## config.mk

```make
export PLATFORM = sky130hd
export DESIGN_NAME = freefall_motion_det
export DESIGN_NICKNAME = d
export VERILOG_FILES = /design/src/rtl/fmd_pkg.sv /design/src/rtl/fmd_axis_cmp.sv /design/src/rtl/fmd_debounce.sv /design/src/rtl/fmd_flags.sv /design/src/rtl/freefall_motion_det.sv
export SDC_FILE = /design/constraint.sdc
export NUM_CORES = 1
export LEC_CHECK = 0
export BUFFER_PORTS_ARGS = -buffer_cell sky130_fd_sc_hd__buf_2
export CORE_ASPECT_RATIO = 1.1
export CORE_MARGIN = 5
export CORE_UTILIZATION = 50
export DETAILED_ROUTE_END_ITERATION = 16
export PLACE_DENSITY = 0.87
export SKIP_CTS_REPAIR_TIMING = 1
export SLEW_MARGIN = 20
export SYNTH_ARGS = -nofsm -noshare
export SYNTH_HDL_FRONTEND = slang
export SYNTH_SLANG_ARGS = --single-unit
```

## constraint.sdc

```tcl
create_clock -name clk -period 7.1 [get_ports clk]
set_input_delay 1.065 -clock clk [delete_from_list [all_inputs] [get_ports clk]]
set_output_delay 1.065 -clock clk [all_outputs]
set_load 0.01 [all_outputs]
```

## src/rtl/fmd_pkg.sv

```systemverilog
`timescale 1ns/1ps
package fmd_pkg;
    localparam int AXES = 3;

    typedef enum logic {
        DBN_DECREMENT = 1'b0,
        DBN_CLEAR     = 1'b1
    } dbn_mode_e;

    typedef struct packed {
        logic            active;
        logic [AXES-1:0] high;
        logic [AXES-1:0] neg;
    } evt_flags_t;

    // Raw combination rule across axes.
    function automatic logic qualify(input logic motion,
                                     input logic [AXES-1:0] en,
                                     input logic [AXES-1:0] above);
        if (motion)
            return |(above & en);
        else
            return (en != '0) && ((above & en) == '0);
    endfunction
endpackage

```

## src/rtl/fmd_axis_cmp.sv

```systemverilog
`timescale 1ns/1ps
module fmd_axis_cmp #(
    parameter int DW = 14,
    parameter int TW = 7
) (
    input  logic [DW-1:0] smp,
    input  logic [TW-1:0] thr,
    output logic          above,
    output logic          sign
);
    localparam int SH = DW - 1 - TW;
    localparam int MW = TW + 1;

    logic [DW-1:0] mag;
    logic [MW-1:0] scaled;

    always_comb begin
        mag    = smp[DW-1] ? (~smp + 1'b1) : smp;
        scaled = mag[DW-1:SH];
        above  = scaled > {1'b0, thr};
        sign   = smp[DW-1];
    end
endmodule

```

## src/rtl/fmd_debounce.sv

```systemverilog
`timescale 1ns/1ps
module fmd_debounce
    import fmd_pkg::*;
#(
    parameter int CW = 8
) (
    input  logic          clk,
    input  logic          rst,
    input  logic          valid,
    input  logic          cond,
    input  dbn_mode_e     mode,
    input  logic [CW-1:0] limit,
    output logic          event_now,
    output logic [CW-1:0] cnt_q
);
    logic [CW-1:0] cnt_d;

    always_comb begin
        if (cond)
            cnt_d = (cnt_q < limit) ? cnt_q + 1'b1 : limit;
        else if (mode == DBN_CLEAR)
            cnt_d = '0;
        else
            cnt_d = (cnt_q != '0) ? cnt_q - 1'b1 : '0;
        event_now = cond && (cnt_d >= limit);
    end

    always_ff @(posedge clk) begin
        if (rst)
            cnt_q <= '0;
        else if (valid)
            cnt_q <= cnt_d;
    end
endmodule

```

## src/rtl/fmd_flags.sv

```systemverilog
`timescale 1ns/1ps
module fmd_flags
    import fmd_pkg::*;
(
    input  logic       clk,
    input  logic       rst,
    input  logic       valid,
    input  logic       rd,
    input  logic       latch,
    input  evt_flags_t live,
    output evt_flags_t flags_q
);
    evt_flags_t base;
    evt_flags_t flags_d;

    always_comb begin
        base    = (latch && rd) ? '0 : flags_q;
        flags_d = base;
        if (valid && !(latch && base.active))
            flags_d = live;
    end

    always_ff @(posedge clk) begin
        if (rst)
            flags_q <= '0;
        else
            flags_q <= flags_d;
    end
endmodule

```

## src/rtl/freefall_motion_det.sv

```systemverilog
`timescale 1ns/1ps
module freefall_motion_det
    import fmd_pkg::*;
#(
    parameter int DW = 14,
    parameter int TW = 7,
    parameter int CW = 8
) (
    input  logic                    clk,
    input  logic                    rst,
    input  logic                    cfg_motion,
    input  logic                    cfg_use_hpf,
    input  logic [AXES-1:0]         cfg_axis_en,
    input  logic [TW-1:0]           cfg_thresh,
    input  logic                    cfg_latch,
    input  logic                    cfg_dbnc_clear,
    input  logic [CW-1:0]           cfg_dbnc_limit,
    input  logic                    smp_valid,
    input  logic [AXES-1:0][DW-1:0] raw_smp,
    input  logic [AXES-1:0][DW-1:0] hpf_smp,
    input  logic                    src_read,
    output logic                    evt_active,
    output logic [AXES-1:0]         axis_high,
    output logic [AXES-1:0]         axis_neg,
    output logic                    irq
);
    logic            take_hpf;
    logic [AXES-1:0] above;
    logic [AXES-1:0] sign;
    logic            cond;
    logic            deb_evt;
    logic [CW-1:0]   dbn_cnt;
    evt_flags_t      live;
    evt_flags_t      flags_q;

    assign take_hpf = cfg_motion && cfg_use_hpf;

    for (genvar a = 0; a < AXES; a++) begin : g_axis
        logic [DW-1:0] sel;
        assign sel = take_hpf ? hpf_smp[a] : raw_smp[a];
        fmd_axis_cmp #(.DW(DW), .TW(TW)) u_cmp (
            .smp   (sel),
            .thr   (cfg_thresh),
            .above (above[a]),
            .sign  (sign[a])
        );
    end

    assign cond = qualify(cfg_motion, cfg_axis_en, above);

    fmd_debounce #(.CW(CW)) u_dbn (
        .clk       (clk),
        .rst       (rst),
        .valid     (smp_valid),
        .cond      (cond),
        .mode      (cfg_dbnc_clear ? DBN_CLEAR : DBN_DECREMENT),
        .limit     (cfg_dbnc_limit),
        .event_now (deb_evt),
        .cnt_q     (dbn_cnt)
    );

    always_comb begin
        live.active = deb_evt;
        live.high   = above & cfg_axis_en;
        live.neg    = above & cfg_axis_en & sign;
    end

    fmd_flags u_flags (
        .clk     (clk),
        .rst     (rst),
        .valid   (smp_valid),
        .rd      (src_read),
        .latch   (cfg_latch),
        .live    (live),
        .flags_q (flags_q)
    );

    assign evt_active = flags_q.active;
    assign axis_high  = flags_q.high;
    assign axis_neg   = flags_q.neg;
    assign irq        = flags_q.active;
endmodule

```

Word level (Yosys, flattened, before mapping)
Index checks and enable logic that the tools add are counted.
{"block": "totals", "out_inout_bits": 8, "word_cells": 45, "inputBits": 110, "regBits": 15}
{"block": "op_classes", "muxes": 14, "n_bitwise": 5, "addsub": 5, "n_lt_le_gt_ge": 5, "reduce_logical": 12}
{"operator": "14-bit 2-to-1 mux", "count": 6}
{"operator": "14-bit by 1-bit adder with 14-bit output (second input constant)", "count": 3}
{"operator": "14-bit NOT", "count": 3}
{"operator": "8-bit 2-to-1 mux", "count": 4}
{"operator": "8-bit by 7-bit > comparator with 1-bit output", "count": 3}
{"operator": "7-bit 2-to-1 mux", "count": 2}
{"operator": "8-bit by 1-bit adder with 8-bit output (second input constant)", "count": 1}
{"operator": "8-bit >= comparator", "count": 1}
{"operator": "8-bit less-than comparator", "count": 1}
{"operator": "8-bit nonzero test", "count": 1}
{"operator": "8-bit by 1-bit subtractor with 8-bit output (second input constant)", "count": 1}
{"operator": "3-bit AND", "count": 2}
{"operator": "1-bit logical AND", "count": 6}
{"operator": "3-bit logical NOT", "count": 1}
{"operator": "3-bit nonzero test", "count": 1}
{"operator": "3-bit OR reduction", "count": 1}
{"operator": "1-bit 2-to-1 mux", "count": 2}
{"operator": "2-bit nonzero test", "count": 1}
{"operator": "1-bit logical NOT", "count": 1}

Longest topological paths before layout
Gate-level depths: netlist of the first run.
{"block": "depth", "ltp_word": 14, "ltp_mapped": 27, "depth_no_buf": 26}

Hierarchy
Synthesis of the first run repeated with hierarchy kept, for this count alone.
{"block": "hier_totals", "hier_cells": 365, "area_unflattened_um2": 3110.5}
{"module": "fmd_debounce", "area_each_um2": 1194.9, "cells_per_inst": 148, "instances": 1}
{"module": "fmd_axis_cmp", "area_each_um2": 355.3, "cells_per_inst": 46, "instances": 3}
{"module": "freefall_motion_det", "area_each_um2": 594.3, "cells_per_inst": 58, "instances": 1}
{"module": "fmd_flags", "area_each_um2": 255.2, "cells_per_inst": 21, "instances": 1}

Worst setup path after synthesis of the first run
No wires, ideal clock.
{"block": "synth_path", "path_type": "input -> register", "from": "input hpf_smp[32] (netlist bit)", "to": "register, netlist name u_flags.flags_q[6]", "path_stages": 26, "arrival_time_ns": 5.454, "n_path_buf": 0, "slack_ns": 1.575, "setup_ns": 0.071, "path_cell_list": "or4_1 -> nor4_1 -> o211a_1 -> nand2_1 -> nor2_1 -> nor2_1 -> xnor2_1 -> ha_1 -> a21o_1 -> a211oi_1 -> a21oi_1 -> a41o_1 -> nand2_2 -> nand3_4 -> mux2i_4 -> mux2i_1 -> ha_1 -> nand2b_1 -> a21o_1 -> a21oi_1 -> nor2b_1 -> o21ai_0 -> a21oi_1 -> nor3_1 -> or4_1 -> a21oi_1"}
{"block": "synth_via", "elab_chain_cells": 13}
{"item": "start, declared", "line_no": "freefall_motion_det.sv:20", "source": "input logic [AXES-1:0][DW-1:0] hpf_smp,"}
{"item": "14-bit 2-to-1 mux (*)", "line_no": "freefall_motion_det.sv:40", "source": "assign sel = take_hpf ? hpf_smp[a] : raw_smp[a];"}
{"item": "14-bit NOT (*)", "line_no": "fmd_axis_cmp.sv:18", "source": "mag = smp[DW-1] ? (~smp + 1'b1) : smp;"}
{"item": "14-bit by 1-bit adder with 14-bit output (*)", "line_no": "fmd_axis_cmp.sv:18"}
{"item": "14-bit 2-to-1 mux (*)", "line_no": "fmd_axis_cmp.sv:18"}
{"item": "8-bit by 7-bit > comparator with 1-bit output (*)", "line_no": "fmd_axis_cmp.sv:20", "source": "above = scaled > {1'b0, thr};"}
{"item": "3-bit AND (*)", "line_no": "fmd_pkg.sv:21, fmd_pkg.sv:23"}
{"item": "3-bit logical NOT", "line_no": "fmd_pkg.sv:23", "source": "return (en != '0) && ((above & en) == '0);"}
{"item": "1-bit logical AND", "line_no": "fmd_pkg.sv:23"}
{"item": "1-bit 2-to-1 mux (*)", "line_no": "fmd_pkg.sv:20", "source": "if (motion)"}
{"item": "8-bit 2-to-1 mux", "line_no": "fmd_debounce.sv:19", "source": "if (cond)"}
{"item": "8-bit >= comparator", "line_no": "fmd_debounce.sv:25", "source": "event_now = cond && (cnt_d >= limit);"}
{"item": "1-bit logical AND (*)", "line_no": "fmd_debounce.sv:25"}
{"item": "7-bit 2-to-1 mux (*)", "line_no": "fmd_flags.sv:19", "source": "if (valid && !(latch && base.active))"}
Mark *: on every way between the ends. The rest lies on a longest branch, timed or not.
A chain may end at the register's enable or synchronous reset.

Final worst setup path of the first run
{"block": "layout_path", "from": "input cfg_motion", "to": "register, netlist name u_flags.flags_q[6]"}
{"block": "layout_via", "elab_chain_cells": 14}
{"item": "start, declared", "line_no": "freefall_motion_det.sv:11", "source": "input logic cfg_motion,"}
{"item": "1-bit logical AND", "line_no": "freefall_motion_det.sv:36", "source": "assign take_hpf = cfg_motion && cfg_use_hpf;"}
{"item": "14-bit 2-to-1 mux", "line_no": "freefall_motion_det.sv:40"}
{"item": "14-bit NOT", "line_no": "fmd_axis_cmp.sv:18"}
{"item": "14-bit by 1-bit adder with 14-bit output", "line_no": "fmd_axis_cmp.sv:18"}
{"item": "14-bit 2-to-1 mux", "line_no": "fmd_axis_cmp.sv:18"}
{"item": "8-bit by 7-bit > comparator with 1-bit output", "line_no": "fmd_axis_cmp.sv:20"}
{"item": "3-bit AND", "line_no": "fmd_pkg.sv:21, fmd_pkg.sv:23"}
{"item": "3-bit logical NOT", "line_no": "fmd_pkg.sv:23"}
{"item": "1-bit logical AND", "line_no": "fmd_pkg.sv:23"}
{"item": "1-bit 2-to-1 mux (*)", "line_no": "fmd_pkg.sv:20"}
{"item": "8-bit 2-to-1 mux", "line_no": "fmd_debounce.sv:19"}
{"item": "8-bit >= comparator", "line_no": "fmd_debounce.sv:25"}
{"item": "1-bit logical AND (*)", "line_no": "fmd_debounce.sv:25"}
{"item": "7-bit 2-to-1 mux (*)", "line_no": "fmd_flags.sv:19"}
Marks and branches as above.

==> flow_results.xml, run 1 <==
<?xml version="1.0" encoding="UTF-8"?>
<metrics>
  <group name="run_status">
    <metric name="result_of_the_run" unit="">completed</metric>
  </group>
  <group name="yosys">
    <metric name="synthesis.area" unit="sq mm">0.002825</metric>
    <metric name="post_synth.cell_area_avg" unit="sq um">7.848</metric>
    <metric name="asyncSetResetFlopFracSynth" unit="">0</metric>
    <metric name="synth-edff-count" unit="">0</metric>
    <metric name="synth_nets" unit="">509</metric>
    <metric name="synth_compound_gate_area_share" unit="">0.1802</metric>
    <metric name="ys_dominant_reg_cell" unit="">sky130_fd_sc_hd__dfxtp_1</metric>
    <metric name="yosys.area_share.simple" unit="">0.2409</metric>
    <metric name="ys_types" unit="">59</metric>
    <metric name="post_synthesis_share_of_cell_area_spent_on_xor_and_xnor_gates" unit="">0.1023</metric>
    <metric name="synth_fa_ha_area_frac" unit="">0.1727</metric>
    <metric name="number_of_cells_produced_by_synthesis" unit="">360</metric>
    <metric name="synth-seq-cells" unit="">15</metric>
    <metric name="synth.yosys.warnings" unit="">0</metric>
    <metric name="multiplexer_area_fraction_after_synthesis" unit="">0.1399</metric>
    <metric name="largest_family_of_logic_cells_by_synthesized_area" unit="">simple AND/OR/NAND/NOR gates</metric>
    <metric name="seq_area_frac_synth" unit="">0.1063</metric>
  </group>
  <group name="worst_setup_path">
    <metric name="crit_buf_inv" unit="">2</metric>
    <metric name="critPathLaunchType" unit="">primary input</metric>
    <metric name="reg2regPathDepth" unit="">17</metric>
    <metric name="critical_path.most_common_cell" unit="">sky130_fd_sc_hd__a21oi_1</metric>
    <metric name="critPathKind" unit="">in2reg</metric>
    <metric name="critical_path_required" unit="ns">7.29</metric>
    <metric name="reg2reg_setup_slack" unit="ns">3.33</metric>
    <metric name="crit_path_end_kind" unit="">flop</metric>
    <metric name="crit_arrival" unit="ns">6.17</metric>
    <metric name="rr_startpoint" unit="">u_dbn.cnt_q[4]</metric>
    <metric name="r2r_end" unit="">u_flags.flags_q[6]</metric>
    <metric name="path_max_fanout" unit="">21</metric>
    <metric name="critical-path-top-delay-family" unit="">compound AO/OA/AOI/OAI gates</metric>
    <metric name="critical-path-slowest-cell" unit="">sky130_fd_sc_hd__or4_1</metric>
    <metric name="worst_path_largest_cell_delay" unit="ns">0.46</metric>
  </group>
  <group name="placed_design">
    <metric name="detailed_place_hpwl" unit="um">7078</metric>
    <metric name="place.port_buffers" unit="">117</metric>
    <metric name="dp.cells" unit="">541</metric>
    <metric name="gp_congestion" unit="">0.9126</metric>
  </group>
  <group name="worst_hold_path">
    <metric name="min-delay-start" unit="">u_flags.flags_q[0]</metric>
    <metric name="number_of_stages_on_the_worst_hold_path" unit="">2</metric>
    <metric name="hold_path_class" unit="">reg2reg</metric>
    <metric name="hold_end" unit="">u_flags.flags_q[0]</metric>
  </group>
  <group name="routing">
    <metric name="drt_iter0_markers" unit="">105</metric>
    <metric name="routed_wirelength" unit="um">8214</metric>
    <metric name="route.detailed.drc" unit="">0</metric>
    <metric name="avgViaCountPerCell" unit="">5.527</metric>
    <metric name="postRouteAntennaNets" unit="">0</metric>
    <metric name="routed-via-count" unit="">3012</metric>
    <metric name="avgRoutedWirePerCell" unit="um">15.07</metric>
    <metric name="drt_pre_antenna_iters" unit="">4</metric>
  </group>
  <group name="global_route">
    <metric name="via_count_of_the_first_global_routing_pass" unit="">3024</metric>
    <metric name="grt.overflow.total" unit="">0</metric>
    <metric name="grt_antenna_before_repair" unit="">0</metric>
    <metric name="maximum_number_of_pins_on_one_net_before_global_route_repair" unit="">22</metric>
    <metric name="global_route_wire_length_before_repair" unit="um">13060</metric>
    <metric name="track_usage" unit="">0.2241</metric>
  </group>
  <group name="timing">
    <metric name="relSlewSlack" unit="">0.5626</metric>
    <metric name="fin_setup_tns" unit="ns">0</metric>
    <metric name="tightest_slew" unit="ns">0.6492</metric>
    <metric name="maxClockFrequency" unit="MHz">167.3</metric>
    <metric name="timing.final.crit_period" unit="ns">5.978</metric>
    <metric name="period_share" unit="">0.8420</metric>
    <metric name="setup_repair_after_global_routing_missed_its_margin" unit="">no</metric>
    <metric name="timing_hold_violations_final" unit="">0</metric>
    <metric name="whs" unit="ns">0.4840</metric>
    <metric name="setup_violations" unit="">0</metric>
    <metric name="clock_skew" unit="ns">0.006061</metric>
    <metric name="finalMaxSlewViolations" unit="">0</metric>
  </group>
  <group name="floorplanning">
    <metric name="initial_core_util" unit="">0.5203</metric>
    <metric name="fp.dieW" unit="um">81.67</metric>
    <metric name="ios" unit="">118</metric>
    <metric name="design.core.area" unit="sq mm">0.005430</metric>
    <metric name="die_height" unit="um">88.84</metric>
    <metric name="row_count" unit="">28</metric>
    <metric name="die_area" unit="sq mm">0.007256</metric>
  </group>
  <group name="clock_tree">
    <metric name="clkLatencyLatePin" unit="ns">0.26</metric>
    <metric name="cts.path.max_buffers" unit="">2</metric>
    <metric name="cts-buffers-inserted" unit="">3</metric>
    <metric name="tritoncts" unit="">yes</metric>
    <metric name="cts.sink_count" unit="">15</metric>
    <metric name="cts_root_buf" unit="">sky130_fd_sc_hd__clkbuf_8</metric>
    <metric name="clkTransAtPathRegs" unit="ns">0.07</metric>
    <metric name="ctsHtreeMaxLevel" unit="">1</metric>
  </group>
  <group name="layout">
    <metric name="synthToLayoutAreaGrowth" unit="%">22.72</metric>
    <metric name="final_net_count" unit="">620</metric>
    <metric name="final_common_cell" unit="">sky130_fd_sc_hd__buf_2</metric>
    <metric name="layout-drive-gt1-share" unit="">0.3064</metric>
    <metric name="layout_common_cells" unit="">sky130_fd_sc_hd__buf_2 (117), sky130_fd_sc_hd__nor2_1 (48), sky130_fd_sc_hd__ha_1 (39)</metric>
    <metric name="antenna_cells" unit="">0</metric>
    <metric name="layout.cells.non_filler" unit="">545</metric>
  </group>
  <group name="pwr">
    <metric name="power_switching_share" unit="">0.4163</metric>
    <metric name="leakage" unit="nW">1.739</metric>
    <metric name="power.net_switching" unit="W">0.0001842</metric>
    <metric name="seq_power_share" unit="">0.232</metric>
    <metric name="ir_drop" unit="mV">0.07264</metric>
    <metric name="internal" unit="W">0.0002584</metric>
    <metric name="combPwrFrac" unit="">0.605</metric>
    <metric name="power_per_cell_area" unit="mW/mm^2">127.7</metric>
    <metric name="share_clk_of_total_power" unit="">0.162</metric>
  </group>
  <group name="run">
    <metric name="max-cap-violations" unit="">0</metric>
  </group>
</metrics>
per-stage QoR:
stage | utilization | instance area, sq um | worst slack (ns) | power [W]
global route | 0.6385 | 3467 | 0.6416 | 0.0004826
CTS | 0.6385 | 3467 | 1.137 | 0.0004432
finish | 0.6385 | 3467 | 1.122 | 0.0004426
floorplan | - | 2825 | 1.575 | 0.0002924
global placement | 0.6300 | 3421 | 1.089 | 0.0003574
detailed placement | 0.6300 | 3421 | 0.8724 | 0.0003699
how the worst max path moves through the flow:
stage | from | to | slack, ns | cells after the start
5_1_grt | cfg_motion | u_flags.flags_q[6] | 0.64 | 28
4_1_cts | cfg_motion | u_flags.flags_q[6] | 1.14 | 28
6_report | cfg_motion | u_flags.flags_q[6] | 1.12 | 28
3_5_place_dp | cfg_motion | u_flags.flags_q[6] | 0.87 | 28
2_1_floorplan | hpf_smp[32] | u_flags.flags_q[6] | 1.57 | 26
3_3_place_gp | cfg_motion | u_flags.flags_q[6] | 1.09 | 28
worst reg2reg max path, cell delays in order, from the launching register on:
cell and delay (ns):
sky130_fd_sc_hd__dfxtp_1 0.55, sky130_fd_sc_hd__ha_1 0.32, sky130_fd_sc_hd__and3_1 0.19, sky130_fd_sc_hd__a21oi_1 0.10, sky130_fd_sc_hd__o21ai_0 0.10, sky130_fd_sc_hd__o41a_1 0.53, sky130_fd_sc_hd__o21ai_0 0.24, sky130_fd_sc_hd__mux2i_1 0.12
sky130_fd_sc_hd__ha_1 0.29, sky130_fd_sc_hd__nand2b_1 0.09, sky130_fd_sc_hd__a21o_1 0.11, sky130_fd_sc_hd__a21oi_1 0.06, sky130_fd_sc_hd__nor2b_1 0.11, sky130_fd_sc_hd__o21ai_0 0.10, sky130_fd_sc_hd__a21oi_1 0.14, sky130_fd_sc_hd__nor3_1 0.06
sky130_fd_sc_hd__or4_1 0.46, sky130_fd_sc_hd__a21oi_1 0.15
power by group through the flow:
stage | clock network [W] | logic, W | registers [W]
2_1_floorplan | 0 | 0.000194 | 0.0000983
3_3_place_gp | 0 | 0.000254 | 0.000104
3_5_place_dp | 0 | 0.000266 | 0.000104
4_1_cts | 0.0000734 | 0.000267 | 0.000102
5_1_grt | 0.0000763 | 0.000303 | 0.000104
6_report | 0.0000718 | 0.000268 | 0.000103
flip-flops by register name, indices dropped and copies added, names as in the netlist:
register	count
u_flags.flags_q	7
u_dbn.cnt_q	8
area by class of cell:
class                      count  area [sq um]
tap                           75         93.84
inverter                      19         71.32
multi-input combinational    314          2362
clock buffer                   3         41.29
fill                         475          1963
clock inverter                 1         5.005
timing repair buffer         118         593.1
sequential                    15         300.3
cell usage after synthesis, drive strengths merged (3+ instances only):
master,number,area share
dfxtp,15,0.11
nor2,49,0.068
a31oi,3,0.0066
a21o,5,0.013
or4,5,0.015
ha,39,0.17
or2,3,0.0066
and3,4,0.011
a21oi,34,0.062
nor4,9,0.027
xnor2,24,0.074
o21ai,14,0.025
buf,6,0.022
nand2,18,0.026
nand2b,5,0.011
nand3,8,0.019
clkbuf,5,0.0066
nand4,3,0.0066
mux2i,34,0.13
nor3,10,0.018
xor2,9,0.028
o21a,9,0.024
inv,18,0.024
nor2b,5,0.011
cells by family after synthesis:
kind of cell / count (synthesis)
AND/OR/NAND/NOR: 127
XOR/XNOR: 33
buffers and inverters: 31
AO/OA/AOI/OAI: 79
adder cells (fa/ha/maj): 39
flip-flops: 15
multiplexers: 36
routing by layer:
metal | up-vias | track usage | share of wire
met5 | - | 0 | 0
met4 | 0 | 0.05589 | 0.014
met3 | 11 | 0.01833 | 0.076
met2 | 107 | 0.4400 | 0.51
met1 | 1381 | 0.2566 | 0.40
li1 | 1513 | - | -
Note: power is estimated with default switching activity, not from simulation.
==> run 2: changes to the inputs <==
- ABC_AREA: default -> 1
- CORE_UTILIZATION: 50 -> 51
- PLACE_DENSITY: 0.87 -> 0.86
- clock period: 7.1 -> 6 ns (I/O delays scaled with it)
==> flow_results.xml, run 2 <==
<?xml version="1.0" encoding="UTF-8"?>
<metrics>
  <group name="layout">
    <metric name="fillers" unit="">607</metric>
    <metric name="largest_reg_flops" unit="">8</metric>
    <metric name="final_net_count" unit="">829</metric>
    <metric name="reg.largest.list" unit="">u_dbn.cnt_q (8), u_flags.flags_q (7)</metric>
    <metric name="registers.top_by_ff_count" unit="">u_dbn.cnt_q</metric>
    <metric name="final_common_cell" unit="">sky130_fd_sc_hd__nand2_1</metric>
    <metric name="layout-drive-gt1-share" unit="">0.2180</metric>
    <metric name="antenna_cells" unit="">0</metric>
    <metric name="synthToLayoutAreaGrowth" unit="%">20.56</metric>
    <metric name="layout_common_cells" unit="">sky130_fd_sc_hd__nand2_1 (168), sky130_fd_sc_hd__buf_2 (117), sky130_fd_sc_hd__inv_1 (113)</metric>
    <metric name="final_core_utilization" unit="">0.6280</metric>
  </group>
  <group name="yosys">
    <metric name="synth_nets" unit="">718</metric>
    <metric name="synth_most_common_cell" unit="">sky130_fd_sc_hd__nand2_1</metric>
    <metric name="seq_area_frac_synth" unit="">0.09364</metric>
    <metric name="multiplexer_area_fraction_after_synthesis" unit="">0</metric>
    <metric name="largest_family_of_logic_cells_by_synthesized_area" unit="">simple AND/OR/NAND/NOR gates</metric>
    <metric name="synth_compound_gate_area_share" unit="">0.1124</metric>
    <metric name="asyncSetResetFlopFracSynth" unit="">0</metric>
    <metric name="synth_fa_ha_area_frac" unit="">0.1522</metric>
    <metric name="synth.top_cells.by_count" unit="">sky130_fd_sc_hd__nand2_1 (168), sky130_fd_sc_hd__inv_1 (113), sky130_fd_sc_hd__nor2_1 (51), sky130_fd_sc_hd__nand3_1 (43), sky130_fd_sc_hd__ha_1 (39)</metric>
    <metric name="synth.yosys.warnings" unit="">0</metric>
    <metric name="synth_top_cells_by_area" unit="">sky130_fd_sc_hd__nand2_1 (20%), sky130_fd_sc_hd__ha_1 (15%), sky130_fd_sc_hd__inv_1 (13%)</metric>
    <metric name="post_synth.cell_area_avg" unit="sq um">5.636</metric>
    <metric name="synth-edff-count" unit="">0</metric>
    <metric name="ys_types" unit="">31</metric>
    <metric name="yosys.area.top_type_share" unit="">0.1966</metric>
    <metric name="ys_dominant_reg_cell" unit="">sky130_fd_sc_hd__dfxtp_1</metric>
    <metric name="yosys.area_share.simple" unit="">0.4093</metric>
    <metric name="synth-seq-cells" unit="">15</metric>
    <metric name="synthesis.area" unit="sq mm">0.003207</metric>
    <metric name="yosys.area.top_type" unit="">sky130_fd_sc_hd__nand2_1</metric>
    <metric name="number_of_cells_produced_by_synthesis" unit="">569</metric>
    <metric name="post_synthesis_share_of_cell_area_spent_on_xor_and_xnor_gates" unit="">0.07647</metric>
  </group>
  <group name="timing">
    <metric name="tightest_slew" unit="ns">0.6182</metric>
    <metric name="whs" unit="ns">0.4667</metric>
    <metric name="setup_violations" unit="">0</metric>
    <metric name="clock_skew" unit="ns">0.0009679</metric>
    <metric name="maxClockFrequency" unit="MHz">209.6</metric>
    <metric name="relSlewSlack" unit="">0.5870</metric>
    <metric name="finalMaxSlewViolations" unit="">0</metric>
    <metric name="setup_repair_after_global_routing_missed_its_margin" unit="">no</metric>
    <metric name="timing.final.crit_period" unit="ns">4.771</metric>
    <metric name="timing.final.ws_setup" unit="ns">1.229</metric>
    <metric name="timing_hold_violations_final" unit="">0</metric>
    <metric name="period_share" unit="">0.7951</metric>
    <metric name="fin_setup_tns" unit="ns">0</metric>
  </group>
  <group name="routing">
    <metric name="drt_pre_antenna_iters" unit="">5</metric>
    <metric name="routed_wirelength" unit="um">8695</metric>
    <metric name="route.detailed.drc" unit="">0</metric>
    <metric name="avgRoutedWirePerCell" unit="um">11.46</metric>
    <metric name="postRouteAntennaNets" unit="">0</metric>
    <metric name="drt_iter0_markers" unit="">94</metric>
    <metric name="avgViaCountPerCell" unit="">4.863</metric>
    <metric name="routed-via-count" unit="">3691</metric>
  </group>
  <group name="worst_setup_path">
    <metric name="critical-path-slowest-cell" unit="">sky130_fd_sc_hd__nand2_4</metric>
    <metric name="reg2regPathDepth" unit="">17</metric>
    <metric name="rr_startpoint" unit="">u_dbn.cnt_q[2]</metric>
    <metric name="crit_path_end_kind" unit="">flop</metric>
    <metric name="worst_path_largest_cell_delay" unit="ns">0.31</metric>
    <metric name="critical_path_required" unit="ns">6.19</metric>
    <metric name="startpoint" unit="">cfg_motion</metric>
    <metric name="r2r_end" unit="">u_flags.flags_q[6]</metric>
    <metric name="path_max_fanout" unit="">44</metric>
    <metric name="critical_path.most_common_cell" unit="">sky130_fd_sc_hd__nand2_1</metric>
    <metric name="reg2reg_setup_slack" unit="ns">2.96</metric>
    <metric name="endpoint_of_the_worst_setup_timing_path" unit="">u_flags.flags_q[6]</metric>
    <metric name="crit_arrival" unit="ns">4.96</metric>
    <metric name="critPathKind" unit="">in2reg</metric>
    <metric name="critPathLaunchType" unit="">primary input</metric>
  </group>
  <group name="clock_tree">
    <metric name="tritoncts" unit="">yes</metric>
    <metric name="cts-buffers-inserted" unit="">3</metric>
    <metric name="clkLatencyLatePin" unit="ns">0.25</metric>
    <metric name="clkTransAtPathRegs" unit="ns">0.07</metric>
    <metric name="cts.sink_count" unit="">15</metric>
    <metric name="cts.path.max_buffers" unit="">2</metric>
    <metric name="cts_root_buf" unit="">sky130_fd_sc_hd__clkbuf_8</metric>
    <metric name="ctsHtreeMaxLevel" unit="">1</metric>
  </group>
  <group name="placed_design">
    <metric name="placement.setup.worst_slack" unit="ns">0.9428</metric>
    <metric name="detailed_place_hpwl" unit="um">7707</metric>
    <metric name="gp_congestion" unit="">0.8823</metric>
    <metric name="place.port_buffers" unit="">117</metric>
  </group>
  <group name="floorplanning">
    <metric name="row_count" unit="">30</metric>
    <metric name="initial_core_util" unit="">0.5209</metric>
    <metric name="die_area" unit="sq mm">0.007975</metric>
    <metric name="design.core.area" unit="sq mm">0.006156</metric>
    <metric name="fp.dieW" unit="um">85.61</metric>
    <metric name="ios" unit="">118</metric>
    <metric name="die_height" unit="um">93.17</metric>
  </group>
  <group name="pwr">
    <metric name="share_clk_of_total_power" unit="">0.145</metric>
    <metric name="power.net_switching" unit="W">0.0002895</metric>
    <metric name="seq_power_share" unit="">0.198</metric>
    <metric name="internal" unit="W">0.0003136</metric>
    <metric name="power_per_cell_area" unit="mW/mm^2">156.0</metric>
    <metric name="post-layout-total-power" unit="W">0.0006031</metric>
    <metric name="ir_drop" unit="mV">0.08461</metric>
    <metric name="combPwrFrac" unit="">0.657</metric>
    <metric name="leakage" unit="nW">2.430</metric>
    <metric name="power_switching_share" unit="">0.4800</metric>
  </group>
  <group name="global_route">
    <metric name="global_route_wire_length_before_repair" unit="um">14910</metric>
    <metric name="grt.overflow.total" unit="">0</metric>
    <metric name="via_count_of_the_first_global_routing_pass" unit="">3641</metric>
    <metric name="grt.met2_usage" unit="">0.4313</metric>
    <metric name="maximum_number_of_pins_on_one_net_before_global_route_repair" unit="">45</metric>
    <metric name="grt_use_met3" unit="">0.02555</metric>
    <metric name="grt_antenna_before_repair" unit="">0</metric>
    <metric name="track_usage" unit="">0.2224</metric>
    <metric name="met1_usage" unit="">0.2468</metric>
    <metric name="most_crowded_layer_gr" unit="">met2</metric>
  </group>
  <group name="run_status">
    <metric name="result_of_the_run" unit="">completed</metric>
  </group>
  <group name="worst_hold_path">
    <metric name="hold_path_class" unit="">reg2reg</metric>
  </group>
  <group name="run">
    <metric name="max-cap-violations" unit="">0</metric>
  </group>
</metrics>
-- run 2: critical path, delay by kind of cell --
family | cells | cell delay (ns)
xor gates and xnor gates | 1 | 0.14
and+or+nand+nor | 22 | 2.13
adders and majority gates | 2 | 0.55
AOI/OAI and AO/OA | 4 | 0.60
buffers and inverters | 4 | 0.62
-- run 2: through the flow --
step                std cells  instance area, sq um
global route              759                  3866
global placement          755                  3820
CTS                       759                  3866
detailed placement        755                  3820
floorplan                 569                  3207
finish                    759                  3866
-- run 2: how the worst min path moves through the flow --
stage	startpoint	to	cells after the start
2_1_floorplan	u_flags.flags_q[0]	u_flags.flags_q[0]	2
3_3_place_gp	u_flags.flags_q[4]	u_flags.flags_q[4]	2
3_5_place_dp	u_flags.flags_q[4]	u_flags.flags_q[4]	2
4_1_cts	u_flags.flags_q[4]	u_flags.flags_q[4]	2
5_1_grt	u_flags.flags_q[1]	u_flags.flags_q[1]	2
6_report	u_flags.flags_q[4]	u_flags.flags_q[4]	2
-- run 2: cells by family after synthesis --
| kind of cell | count (synthesis) |
|---|---|
| fa+ha+maj | 39 |
| xor+xnor | 28 |
| simple gates | 300 |
| flops | 15 |
| compound gates | 62 |
| buf+inv | 125 |
-- run 2: layout make-up --
class,instances,area (sq um),share of cell area
Inverter,114,427.9,0.1107
Timing Repair Buffer,117,585.6,0.1515
Tap cell,80,100.1,0.02589
Sequential cell,15,300.3,0.07767
Multi-Input combinational cell,429,2406,0.6223
Clock inverter,1,5.005,0.001294
Clock buffer,3,41.29,0.01068
-- run 2: power by group through the flow --
stage	clock, W	sequential, W	combinational, W
floorplan	0	0.000120	0.000293
global placement	0	0.000121	0.000383
detailed placement	0	0.000122	0.000394
CTS	0.0000884	0.000119	0.000397
global route	0.0000926	0.000121	0.000458
finish	0.0000876	0.000119	0.000396
-- run 2: layer usage --
layer,routed length [um],share of wire,up-vias
li1,-,-,1984
met2,4486,0.52,114
met3,471,0.054,17
met1,3545,0.41,1576
met4,191,0.022,0
met5,0,0,-
